## src/rtl/bsc_pkg.sv

```systemverilog
package bsc_pkg;

   // Register select carried on address bits 1:0. The codes are decoded
   // directly from the bus, so their values are fixed.
   typedef enum logic [1:0] {
      SEL_TRIGGER = 2'd0,
      SEL_IDLE    = 2'd1,
      SEL_STAGE   = 2'd2,
      SEL_MODE    = 2'd3
   } reg_sel_e;

   // Write strobes produced by the window decoder for one bus cycle.
   typedef struct packed {
      logic stage_we;
      logic mode_we;
      logic trig_we;
      logic idle_we;
      logic rom_we;
   } wr_strobes_t;

   // Mode flag encodings.
   localparam logic MODE_COPY = 1'b0;
   localparam logic MODE_INCR = 1'b1;

endpackage

```

## src/rtl/bsc_window_dec.sv

```systemverilog
module bsc_window_dec
   import bsc_pkg::*;
(
   input  logic        addr0,
   input  logic        addr1,
   input  logic        addr8,
   input  logic        addr13,
   input  logic        addr14,
   input  logic        rom_space_n,
   input  logic        rw,
   output logic        read_hit,
   output wr_strobes_t strobes
);

   logic     win_hit;
   logic     wr_cycle;
   reg_sel_e sel;

   // Only three upper address bits take part in the compare.
   assign win_hit  = addr14 & ~addr13 & addr8;
   assign wr_cycle = ~rw;
   assign sel      = reg_sel_e'({addr1, addr0});
   assign read_hit = rw & win_hit;

   always_comb begin
      strobes          = '0;
      strobes.rom_we   = wr_cycle & ~rom_space_n;
      if (wr_cycle && win_hit) begin
         unique case (sel)
            SEL_TRIGGER: strobes.trig_we  = 1'b1;
            SEL_IDLE:    strobes.idle_we  = 1'b1;
            SEL_STAGE:   strobes.stage_we = 1'b1;
            SEL_MODE:    strobes.mode_we  = 1'b1;
            default:     strobes          = strobes;
         endcase
      end
   end

endmodule

```

## src/rtl/bsc_state_regs.sv

```systemverilog
module bsc_state_regs
   import bsc_pkg::*;
#(
   parameter int BANK_W    = 2,
   parameter int MODE_LANE = 0
) (
   input  logic              cpu_clk,
   input  logic              rst_n,
   input  wr_strobes_t       strobes,
   input  logic [BANK_W-1:0] data_in,
   output logic [BANK_W-1:0] work_q
);

   localparam logic [BANK_W-1:0] STEP = BANK_W'(1);

   logic [BANK_W-1:0] stage_q;
   logic              mode_q;
   logic [BANK_W-1:0] work_next;

   initial begin
      assert (BANK_W >= 1 && BANK_W <= 8)
         else $error("BANK_W out of range");
      assert (MODE_LANE >= 0 && MODE_LANE < BANK_W)
         else $error("MODE_LANE outside data lanes");
   end

   // The sum wraps naturally at 2**BANK_W.
   assign work_next = (mode_q == MODE_INCR) ? (work_q + STEP) : stage_q;

   always_ff @(negedge cpu_clk or negedge rst_n) begin
      if (!rst_n) begin
         stage_q <= '0;
         mode_q  <= MODE_COPY;
         work_q  <= '0;
      end else begin
         if (strobes.stage_we) stage_q <= data_in;
         if (strobes.mode_we)  mode_q  <= data_in[MODE_LANE];
         if (strobes.trig_we)  work_q  <= work_next;
      end
   end


   stage_load_chk: assert property (@(negedge cpu_clk) disable iff (!rst_n)
      strobes.stage_we |=> (stage_q == $past(data_in)) && $stable(work_q));

   mode_load_chk: assert property (@(negedge cpu_clk) disable iff (!rst_n)
      strobes.mode_we |=> mode_q == $past(data_in[MODE_LANE]));

   copy_path_chk: assert property (@(negedge cpu_clk) disable iff (!rst_n)
      (strobes.trig_we && mode_q == MODE_COPY) |=> work_q == $past(stage_q));

   incr_path_chk: assert property (@(negedge cpu_clk) disable iff (!rst_n)
      (strobes.trig_we && mode_q == MODE_INCR) |=> work_q == BANK_W'($past(work_q) + STEP));

   idle_write_chk: assert property (@(negedge cpu_clk) disable iff (!rst_n)
      strobes.idle_we |=> $stable(stage_q) && $stable(mode_q) && $stable(work_q));

   one_reg_chk: assert property (@(negedge cpu_clk) disable iff (!rst_n)
      $onehot0({strobes.stage_we, strobes.mode_we, strobes.trig_we, strobes.idle_we}));

endmodule

```

## src/rtl/bsc_bank_latch.sv

```systemverilog
module bsc_bank_latch #(
   parameter int BANK_W = 2
) (
   input  logic              cpu_clk,
   input  logic              rst_n,
   input  logic              load,
   input  logic [BANK_W-1:0] d,
   output logic [BANK_W-1:0] q
);

   for (genvar i = 0; i < BANK_W; i++) begin : g_bit
      logic bit_q;
      always_ff @(negedge cpu_clk or negedge rst_n) begin
         if (!rst_n)    bit_q <= 1'b0;
         else if (load) bit_q <= d[i];
      end
      assign q[i] = bit_q;
   end


   pin_load_chk: assert property (@(negedge cpu_clk) disable iff (!rst_n)
      load |=> q == $past(d));

   pin_hold_chk: assert property (@(negedge cpu_clk) disable iff (!rst_n)
      !load |=> $stable(q));

endmodule

```

## src/rtl/bank_shuffle_ctrl.sv

```systemverilog
module bank_shuffle_ctrl
   import bsc_pkg::*;
#(
   parameter int BANK_W    = 2,
   parameter int MODE_LANE = 0
) (
   input  logic              cpu_clk,
   input  logic              rst_n,
   input  logic              addr0,
   input  logic              addr1,
   input  logic              addr8,
   input  logic              addr13,
   input  logic              addr14,
   input  logic              rom_space_n,
   input  logic              rw,
   input  logic [BANK_W-1:0] data_in,
   output logic [BANK_W-1:0] data_out,
   output logic              data_oe,
   output logic [BANK_W-1:0] bank_pins
);

   wr_strobes_t       strobes;
   logic              read_hit;
   logic [BANK_W-1:0] work_q;

   bsc_window_dec i_dec (
      .addr0       (addr0),
      .addr1       (addr1),
      .addr8       (addr8),
      .addr13      (addr13),
      .addr14      (addr14),
      .rom_space_n (rom_space_n),
      .rw          (rw),
      .read_hit    (read_hit),
      .strobes     (strobes)
   );

   bsc_state_regs #(
      .BANK_W    (BANK_W),
      .MODE_LANE (MODE_LANE)
   ) i_regs (
      .cpu_clk (cpu_clk),
      .rst_n   (rst_n),
      .strobes (strobes),
      .data_in (data_in),
      .work_q  (work_q)
   );

   bsc_bank_latch #(
      .BANK_W (BANK_W)
   ) i_latch (
      .cpu_clk (cpu_clk),
      .rst_n   (rst_n),
      .load    (strobes.rom_we),
      .d       (work_q),
      .q       (bank_pins)
   );

   // Readback drives only during the high phase of a window read.
   assign data_oe  = cpu_clk & read_hit;
   assign data_out = data_oe ? work_q : '0;


   overlap_chk: assert property (@(negedge cpu_clk) disable iff (!rst_n)
      (strobes.rom_we && strobes.trig_we) |=> bank_pins == $past(work_q));

   oe_dir_chk: assert property (@(posedge cpu_clk) disable iff (!rst_n)
      !rw |-> !data_oe);

endmodule

```

## config.mk

```make
export PLATFORM = sky130hd
export DESIGN_NAME = bank_shuffle_ctrl
export DESIGN_NICKNAME = d
export VERILOG_FILES = /design/src/rtl/bsc_pkg.sv /design/src/rtl/bsc_window_dec.sv /design/src/rtl/bsc_state_regs.sv /design/src/rtl/bsc_bank_latch.sv /design/src/rtl/bank_shuffle_ctrl.sv
export SDC_FILE = /design/constraint.sdc
export NUM_CORES = 1
export LEC_CHECK = 0
export BUFFER_PORTS_ARGS = -buffer_cell sky130_fd_sc_hd__buf_4
export CAP_MARGIN = 20
export CORE_AREA = 8 8 45 47
export DETAILED_ROUTE_END_ITERATION = 6
export DIE_AREA = 0 0 53 55
export SETUP_SLACK_MARGIN = 0.3
export SLEW_MARGIN = 20
export SYNTH_ARGS = -nofsm -noshare
export SYNTH_HDL_FRONTEND = slang
export SYNTH_SLANG_ARGS = --single-unit
export TNS_END_PERCENT = 100
```

## constraint.sdc

```tcl
create_clock -name cpu_clk -period 1 [get_ports cpu_clk]
set_input_delay 0.05 -clock cpu_clk [delete_from_list [all_inputs] [get_ports cpu_clk]]
set_output_delay 0.05 -clock cpu_clk [all_outputs]
set_load 0.02 [all_outputs]
```

After elaboration in Yosys (flattened, before gate mapping)
Cells that the tools add are included.
Widths: inputs -> output; s select.
Cells by class
  add/sub/neg operators: 1
  equal/unequal tests: 3
  muxes and demuxes: 7
  bitwise operators: 8
  reductions and logical operators: 2
Operators with widths (count)
  $and 1x1->1: 5
  $mux 5: 1
  $eq 2x2->1 const B: 2
  $mux 1: 4
  $mux 2: 2
  $not 1->1: 3
  $add 2x1->2 const B: 1
  $eq 2x1->1 const B: 1
  $logic_not 2->1: 1
  $logic_and 1x1->1: 1
Storage, ports and cells
  flip-flop bits (word level): 7
  input port bits: 11
  output and inout port bits: 5
  word-level logic and storage cells: 26

Depth between registers and ports, before layout
Gate-level depths: netlist of the first run.
  depth after elaboration: 6
  depth in mapped cells: 3
  depth with buffers taken out: 3

Hierarchy
A second synthesis of the first run with hierarchy kept.
Second synthesis, totals
  cell total of the unflattened synthesis: 36
  area, all modules: 394.1 um2
By module, submodules not included
  bsc_state_regs: instances 1, cells an instance 19, area an instance 207.7 um2, seq. area each 125.1 um2
  bsc_bank_latch: instances 1, cells an instance 6, area an instance 87.6 um2, seq. area each 50.0 um2
  bsc_window_dec: instances 1, cells an instance 8, area an instance 80.1 um2, seq. area each 0.0 um2
  bank_shuffle_ctrl: instances 1, cells an instance 3, area an instance 18.8 um2, seq. area each 0.0 um2

==> impl_metrics.csv, run 1 <==
group,metric,value,unit
sta,tns,-3700,ps
critical_path,critPathRequiredTime,950,ps
synthesis,syn-num-nets,46,
drt,via_per_inst,4.91,
place,portBuffers,15,
finish,antenna_cells,0,
floorplan,die_w,53,um
floorplan,core-area,1380,um2
floorplan,num_rows,14,
floorplan,die-area,2920,um2
critical_path,crit_fanout,2,
sta,setup_viol,14,
place,hpwl,770,um
finish,layout.nets,90,
sta,final_max_slew_viol_count,0,
synthesis,synth-adder-area-share,0,
synthesis,synth_seq_area_share,0.456,
finish,n_fill_cell,104,
critical_path,startpoint_type,"clock port",
grt,grt_max_degree,8,
pwr,irDropWorstVdd,0.00193,V
status,status,"finished, violations left",
clocking,cts_tree,"built",
status,violations,"negative setup slack",
grt,overflow,0,
sta,rsz0062_at_grt,"yes",
finish,final_core_util,0.665,
drt,drc,0,
place,gp_congestion,0.769,
grt,grt_pass1_vias,544,
sta,tightest_slew,240,ps
drt,vias,466,
grt,antenna_found_initial,0,
synthesis,synth_simple_gate_area_frac,0.293,
finish,syn_to_final_growth,139,%
pwr,total_power,0.00184,W
synthesis,synth_top_family_by_area,"simple AND/OR/NAND/NOR gates",
clocking,worst_setup_hold_path_clk_slew,40,ps
floorplan,start_util,0.278,
hold_path,hold_class,"primary input to flop",
sta,skew,5.86,ps
sta,fin_ws,-670,ps
sta,maxSlewHeadroom,0.839,
finish,final_cell_count_no_fill,95,
critical_path,critPathCaptureType,"output port",
synthesis,synth_seq_cells,7,
critical_path,arrival,1620,ps
synthesis,synth_xor_area_frac,0,
synthesis,ys_types,19,
drt,dr.pass1.iters,4,
synthesis,synth_compound_area_frac,0.0651,
synthesis,synth.area.mux_share,0.147,
drt,drt_iter0_markers,5,
synthesis,netlist_instances,35,
drt,ant_nets,0,
pwr,power_density,2000,nW/um2
floorplan,die_y,55,um
grt,grtUsageTotal,0.101,
synthesis,netlist_area,384,um2
clocking,clk_latency,390,ps
place,dpl.cell_count,73,
sta,fin_hold_ws,288,ps
synthesis,yosys_warnings,0,
drt,wl_per_cell,13.5,um
drt,finalWirelength,1.29,mm
finish,drive_gt1_frac,0.722,
floorplan,ios,16,
pwr,cellLeakagePower,0.428,nW
grt,grt_pass1_wl,2.04,mm
critical_path,crit_type,"clock port to output port",
sta,hold_viol,0,
synthesis,synth_area_per_cell,11.0,um2
flow_run,drv_cap,0,
-- worst max-delay path, stage by stage --
cell,delay [ps]
buf_8,90
buf_8,110
buf_8,100
buf_8,110
buf_8,100
and3_4,140
buf_8,120
buf_8,100
and2_4,130
buf_6,120
-- worst paths after layout --
kind,cells past startpoint,end,slack [ps],from
min,2,i_regs.stage_q[1],290,data_in[1]
max reg2reg,4,i_latch.g_bit[0].bit_q,-90,i_latch.g_bit[0].bit_q
max,10,data_out[0],-670,cpu_clk
min reg2reg,1,i_regs.stage_q[1],470,i_regs.stage_q[1]
min in group asynchronous,2,i_regs.work_q[0],400,rst_n
max in group asynchronous,2,i_regs.stage_q[0],440,rst_n
-- through the flow --
stage / setup WS, ps / area [um2]
floorplan: -365 / 418
global placement: -513 / 596
detailed placement: -522 / 596
CTS: -780 / 871
global route: -689 / 920
finish: -670 / 920
-- cell type report --
cell class                      instances  area, um2  area share
Clock buffer                           19        203       0.220
Tap cell                               16       20.0      0.0218
Timing Repair Buffer                   27        262       0.284
Multi-Input combinational cell         26        260       0.283
Sequential cell                         7        175       0.190
-- report_power, final --
group / switching (W) / total, W / leakage (nW) / internal [W]
Sequential: 0.0000424 / 0.000387 / 0.0841 / 0.000345
Clock: 0.000276 / 0.00105 / 0.121 / 0.000770
Combinational: 0.000139 / 0.000403 / 0.223 / 0.000265
Total: 0.000457 / 0.00184 / 0.428 / 0.00138
-- sequential cells by signal (all words and copies together), names as in the netlist --
| name | flops |
|---|---|
| i_regs.work_q | 2 |
| i_regs.mode_q | 1 |
| i_latch.g_bit.bit_q | 2 |
| i_regs.stage_q | 2 |
-- repair_timing --
action                                 4_1_cts  5_1_grt
cloned                                       0        0
pin swaps                                    3        1
hold buffers                                 1        0
endpoints found under the hold margin        7        0
setup endpoints to repair                   16       16
resized for setup                           31       11
setup buffers                                4        3
-- metal layers --
metal,vias to the layer above,track usage,wire (um)
li1,217,-,-
met1,225,0.0876,483
met2,20,0.148,660
met3,4,0.0909,127
met4,0,0.0776,14
met5,-,0,0
-- cells in the final DEF, fill, tap and decap left out, drive strengths merged, types with 2 or more instances in the layout --
cell | synthesis | layout
and2 | 2 | 2
buf | 2 | 39
clkbuf | 0 | 6
dfrtn | 7 | 7
mux2 | 5 | 5
nand3b | 2 | 2
nand4b | 2 | 2
nor2 | 2 | 2
o21ai | 2 | 2
-- synth_stat cells --
cell      instances  area, um2
dfrtn_1           7        175
mux2_2            5       56.3
and2_1            2       12.5
buf_4             2       15.0
nand3b_1          2       15.0
nand4b_1          2       17.5
nor2_1            2       7.51
o21ai_0           2       10.0
and3_1            1       6.26
and3b_1           1       8.76
nand2_1           1       3.75
nand3_1           1       5.00
nand4_1           1       6.26
nor2b_1           1       6.26
nor3_1            1       5.00
o211ai_1          1       7.51
o31ai_1           1       7.51
or3_4             1       11.3
or4_1             1       7.51
-- logic make-up (layout without fill, tap and decap cells) --
family                 Yosys count  after routing
buffers and inverters            2             46
and+or+nand+nor                 17             17
AOI/OAI and AO/OA                4              4
muxes                            5              5
DFF                              7              7
Note: power is estimated with default switching activity, not from simulation.
==> run 2, diff against run 1 <==
--- a/config.mk
+++ b/config.mk
@@ -7,12 +7,17 @@
 export LEC_CHECK = 0
 export BUFFER_PORTS_ARGS = -buffer_cell sky130_fd_sc_hd__buf_4
 export CAP_MARGIN = 20
+export CELL_PAD_IN_SITES_DETAIL_PLACEMENT = 1
+export CELL_PAD_IN_SITES_GLOBAL_PLACEMENT = 1
 export CORE_AREA = 8 8 45 47
+export CTS_CLUSTER_SIZE = 20
 export DETAILED_ROUTE_END_ITERATION = 6
 export DIE_AREA = 0 0 53 55
+export PLACE_DENSITY_LB_ADDON = 0.1
 export SETUP_SLACK_MARGIN = 0.3
 export SLEW_MARGIN = 20
 export SYNTH_ARGS = -nofsm -noshare
 export SYNTH_HDL_FRONTEND = slang
+export SYNTH_HIERARCHICAL = 1
 export SYNTH_SLANG_ARGS = --single-unit
 export TNS_END_PERCENT = 100
==> run 2 against run 1 <==
The flow still finishes with violations (negative setup slack); clock skew decreased by 1.4 ps; combinational power increased by 26%; clock-buffer cell count decreased by 8; clock power decreased by 28%; total power decreased by 7.1%; die area unchanged; core utilization decreased by 9.1 points; critical path type is now flop to output port; largest cell class is now multi-input gates; largest power group unchanged.
==> impl_metrics.csv, run 2 <==
group,metric,value,unit
place,hpwl,856,um
grt,antenna_found_initial,0,
drt,dr.pass1.iters,4,
sta,fin_ws,-680,ps
floorplan,die-area,2920,um2
drt,drc,0,
pwr,cellLeakagePower,0.380,nW
critical_path,path_cells,"and3_4 > buf_6",
sta,final_max_slew_viol_count,0,
synthesis,yosys_warnings,6,
clocking,cts_tree,"built",
finish,final_common_cell,"buf_6",
drt,wl_per_cell,14.7,um
critical_path,cp_num_buf_inv,1,
sta,setup_viol,12,
sta,tightest_slew,209,ps
clocking,clk_latency,380,ps
critical_path,crit_type,"flop to output port",
critical_path,slowest_delay,440,ps
place,portBuffers,15,
drt,ant_nets,0,
drt,drt_iter0_markers,6,
floorplan,num_rows,14,
status,violations,"negative setup slack",
finish,final_cell_mix,"buf_6 (16), buf_4 (11), dfrtn_1 (7)",
critical_path,cp_slowest_cell,"dfrtn_1",
clocking,worst_setup_hold_path_clk_slew,50,ps
sta,skew,4.42,ps
finish,drive_gt1_frac,0.710,
grt,grt_pass1_wl,2.12,mm
flow_run,drv_cap,0,
hold_path,hold_class,"primary input to flop",
finish,syn_to_final_growth,108,%
grt,grtUsageTotal,0.116,
synthesis,synth_area_per_cell,10.9,um2
critical_path,critPathCaptureType,"output port",
finish,reg.largest.list,"i_latch/g_bit.bit_q x2, i_regs/stage_q x2, i_regs/work_q x2",
sta,hold_viol,0,
synthesis,netlist_instances,35,
drt,vias,408,
finish,layout.nets,80,
floorplan,die_w,53,um
critical_path,crit_family,"flip-flops",
drt,via_per_inst,4.80,
floorplan,core-area,1380,um2
synthesis,netlist_area,382,um2
critical_path,startpoint_type,"flop",
floorplan,die_y,55,um
critical_path,crit_fanout,2,
finish,antenna_cells,0,
pwr,power_density,2150,nW/um2
status,status,"finished, violations left",
floorplan,ios,16,
sta,maxSlewHeadroom,0.859,
critical_path,arrival,1630,ps
floorplan,start_util,0.276,
pwr,irDropWorstVdd,0.000980,V
grt,grt_pass1_vias,535,
drt,finalWirelength,1.25,mm
place,dpl.cell_count,71,
grt,overflow,0,
place,gp_congestion,0.660,
sta,fin_hold_ws,262,ps
synthesis,syn-num-nets,46,
grt,grt_max_degree,8,
critical_path,critPathRequiredTime,950,ps
finish,final_cell_count_no_fill,85,
sta,rsz0062_at_grt,"yes",
## run 2: metal layers
metal  track usage  share of wire  up-vias
met5             0              0        -
met4         0.168          0.014        0
met3        0.0963          0.063        4
met2         0.148           0.55       13
met1        0.0926           0.37      199
li1              -              -      192
## run 2: what timing repair did
action	4_1_cts	5_1_grt
setup endpoints to repair	17	17
pin swaps	5	4
resized for setup	21	6
endpoints found under the hold margin	7	0
buffers inserted	3	1
hold buffers	1	0
## run 2: worst min-delay path, cell delays in order
cell and delay [ps]:
buf_4 80, nand2_1 50, o21ai_2 50
## run 2: per-stage QoR
step           setup slack (ps)  power (W)  instance area (um2)   util  TNS (ps)
6_report                   -680    0.00171                  793  0.573     -3250
5_1_grt                    -707    0.00182                  793  0.573     -3530
4_1_cts                    -676    0.00164                  767  0.554     -3370
3_5_place_dp               -631   0.000835                  579  0.419     -4250
3_3_place_gp               -596   0.000811                  579  0.419     -4100
2_1_floorplan              -483   0.000670                  417      -     -2590
## run 2: cell type report
type / count / area (um2)
clock inverters: 1 / 17.5
clock buffers: 11 / 93.8
fillers: 141 / 591
flip-flops and latches: 7 / 175
repair buffers: 24 / 228
inverters: 1 / 3.75
multi-input cells: 25 / 255
well taps: 16 / 20.0
## run 2: final timing paths
check	start	endpoint	slack, ps	depth (start not counted)
worst min-delay path	data_in[0]	i_regs/stage_q[0]	260	3
max in group asynchronous	rst_n	i_regs/work_q[1]	440	2
worst min register to register	i_regs/stage_q[1]	i_regs/stage_q[1]	480	1
worst max register to register	i_regs/work_q[0]	i_regs/work_q[1]	-50	4
worst max-delay path	i_regs/work_q[0]	data_out[0]	-680	2
min in group asynchronous	rst_n	i_latch/g_bit[1].bit_q	400	2
## run 2: report_power, final
group	total [W]	internal, W	leakage (nW)	switching [W]
Clock	0.000756	0.000518	0.0784	0.000239
Combinational	0.000508	0.000328	0.215	0.000180
Sequential	0.000442	0.000372	0.0858	0.0000706
==> run 3, diff against run 2 <==
--- a/config.mk
+++ b/config.mk
@@ -18,6 +18,5 @@
 export SLEW_MARGIN = 20
 export SYNTH_ARGS = -nofsm -noshare
 export SYNTH_HDL_FRONTEND = slang
-export SYNTH_HIERARCHICAL = 1
 export SYNTH_SLANG_ARGS = --single-unit
 export TNS_END_PERCENT = 100
==> constraint.sdc (replaced) <==
create_clock -name cpu_clk -period 1 [get_ports cpu_clk]
set_input_delay 0.2 -clock cpu_clk [delete_from_list [all_inputs] [get_ports cpu_clk]]
set_output_delay 0.2 -clock cpu_clk [all_outputs]
set_load 0.02 [all_outputs]
==> run 3 against run 2 <==
Clock skew decreased by 3.0 ps; critical path depth increased by 8; the run still ends with negative setup slack left; via count is 11% higher; highest routed layer unchanged; critical endpoint is now data_out[1].
==> impl_metrics.csv, run 3 (synthesized netlist as in run 1, its figures left out) <==
group,metric,value,unit
finish,n_fill_cell,134,
sta,rsz0062_at_grt,"yes",
sta,maxSlewHeadroom,0.811,
grt,grt_pass1_vias,592,
drt,via_per_inst,4.81,
pwr,switching_share,0.263,
hold_path,hold_class,"primary input to asynchronous set/reset pin",
grt,overflow,0,
floorplan,ios,16,
place,place_ws,-692,ps
drt,wl_per_cell,17.4,um
critical_path,crit_type,"clock port to output port",
critical_path,arrival,1630,ps
pwr,seqPwrFrac,0.207,
grt,grt_max_degree,8,
pwr,p_sw,0.000487,W
finish,drive_gt1_frac,0.756,
finish,regArea,175,um2
critical_path,cp_slowest_cell,"and3_4",
drt,ant_nets,0,
sta,hold_viol,0,
pwr,clkPwrFrac,0.571,
status,status,"finished, violations left",
sta,tns,-5460,ps
sta,fin_hold_ws,2.79,ps
grt,antenna_found_initial,0,
floorplan,start_util,0.278,
finish,multi_input_area,269,um2
pwr,cellLeakagePower,0.417,nW
finish,fin_area,903,um2
finish,layout.nets,89,
drt,drc,0,
critical_path,startpoint_type,"clock port",
grt,grt_pass1_wl,2.42,mm
pwr,irDropWorstVdd,0.00177,V
critical_path,critPathCaptureType,"output port",
clocking,worst_setup_hold_path_clk_slew,40,ps
drt,finalWirelength,1.64,mm
clocking,cts_tree,"built",
place,place_area,588,um2
status,violations,"negative setup slack",
place,gp_congestion,0.755,
finish,syn_to_final_growth,135,%
sta,tightest_slew,282,ps
floorplan,die_y,55,um
pwr,pwr-share-comb,0.222,
flow_run,drv_cap,0,
clocking,clk_latency,390,ps
finish,antenna_cells,0,
sta,fin_ws,-832,ps
pwr,intPower,0.00137,W
place,portBuffers,15,
critical_path,cpMostUsedCell,"buf_8",
sta,skew,1.46,ps
critical_path,path_cells,"buf_8 > buf_8 > buf_8 > buf_8 > buf_8 > and3_4 > buf_8 > buf_8 > and2_4 > buf_6",
sta,final_max_slew_viol_count,0,
floorplan,die_w,53,um
critical_path,crit_fanout,2,
floorplan,core-area,1380,um2
grt,grtUsageTotal,0.133,
finish,final_cell_mix,"buf_4 (19), buf_6 (11), buf_8 (9)",
finish,reg.largest.list,"i_latch.g_bit.bit_q x2, i_regs.stage_q x2, i_regs.work_q x2",
drt,dr.pass1.iters,4,
drt,drt_iter0_markers,8,
floorplan,num_rows,14,
sta,setup_viol,16,
floorplan,die-area,2920,um2
pwr,power_density,2050,nW/um2
critical_path,slowest_delay,140,ps
critical_path,critPathRequiredTime,800,ps
finish,final_common_cell,"buf_4",
drt,vias,452,
run 3: worst max-delay path, delay by kind of cell:
family | cells | cell delay (ps)
buffers and inverters | 8 | 850
AND/OR/NAND/NOR | 2 | 270
run 3: per-stage QoR:
step | utilization | total power (W) | instances
floorplan | - | 0.000549 | 35
finish | 0.653 | 0.00186 | 94
detailed placement | 0.425 | 0.000683 | 72
global route | 0.653 | 0.00196 | 94
global placement | 0.425 | 0.000668 | 72
CTS | 0.580 | 0.00163 | 89
run 3: per-layer routing:
| layer | track usage | wire length [um] | vias to the layer above |
|---|---|---|---|
| met2 | 0.193 | 877 | 22 |
| met5 | 0 | 0 | - |
| met3 | 0.104 | 122 | 6 |
| met1 | 0.0972 | 585 | 210 |
| met4 | 0.177 | 52 | 0 |
| li1 | - | - | 214 |
run 3: layout make-up:
class                   count  area share
well taps                  16      0.0222
multi-input cells          26       0.298
clock buffers              17       0.212
repair buffers             28       0.274
flip-flops and latches      7       0.194
run 3: worst paths after layout:
| kind | slack (ps) | to | cells past startpoint | from |
|---|---|---|---|---|
| worst max-delay path | -830 | data_out[1] | 10 | cpu_clk |
| worst min-delay path | 3 | i_latch.g_bit[1].bit_q | 1 | rst_n |
| worst max register to register | -260 | i_regs.work_q[1] | 5 | i_regs.work_q[0] |
| worst min register to register | 470 | i_regs.stage_q[1] | 1 | i_regs.stage_q[1] |
| max in group asynchronous | 840 | i_regs.mode_q | 1 | rst_n |
| min in group cpu_clk | 440 | i_regs.stage_q[1] | 2 | data_in[1] |
run 3: what timing repair did:
action	CTS	global route
setup endpoints to repair	16	16
hold buffers	0	0
gates resized for setup	21	20
pin swaps	4	2
buffers inserted	3	5
run 3: power groups by stage:
stage                     logic [W]  clock network [W]  registers, W
after floorplan            0.000144          0.0000195      0.000386
after global placement     0.000259          0.0000288      0.000380
after detailed placement   0.000271          0.0000288      0.000383
after CTS                  0.000316           0.000933      0.000383
after global routing       0.000440            0.00113      0.000392
final                      0.000412            0.00106      0.000384
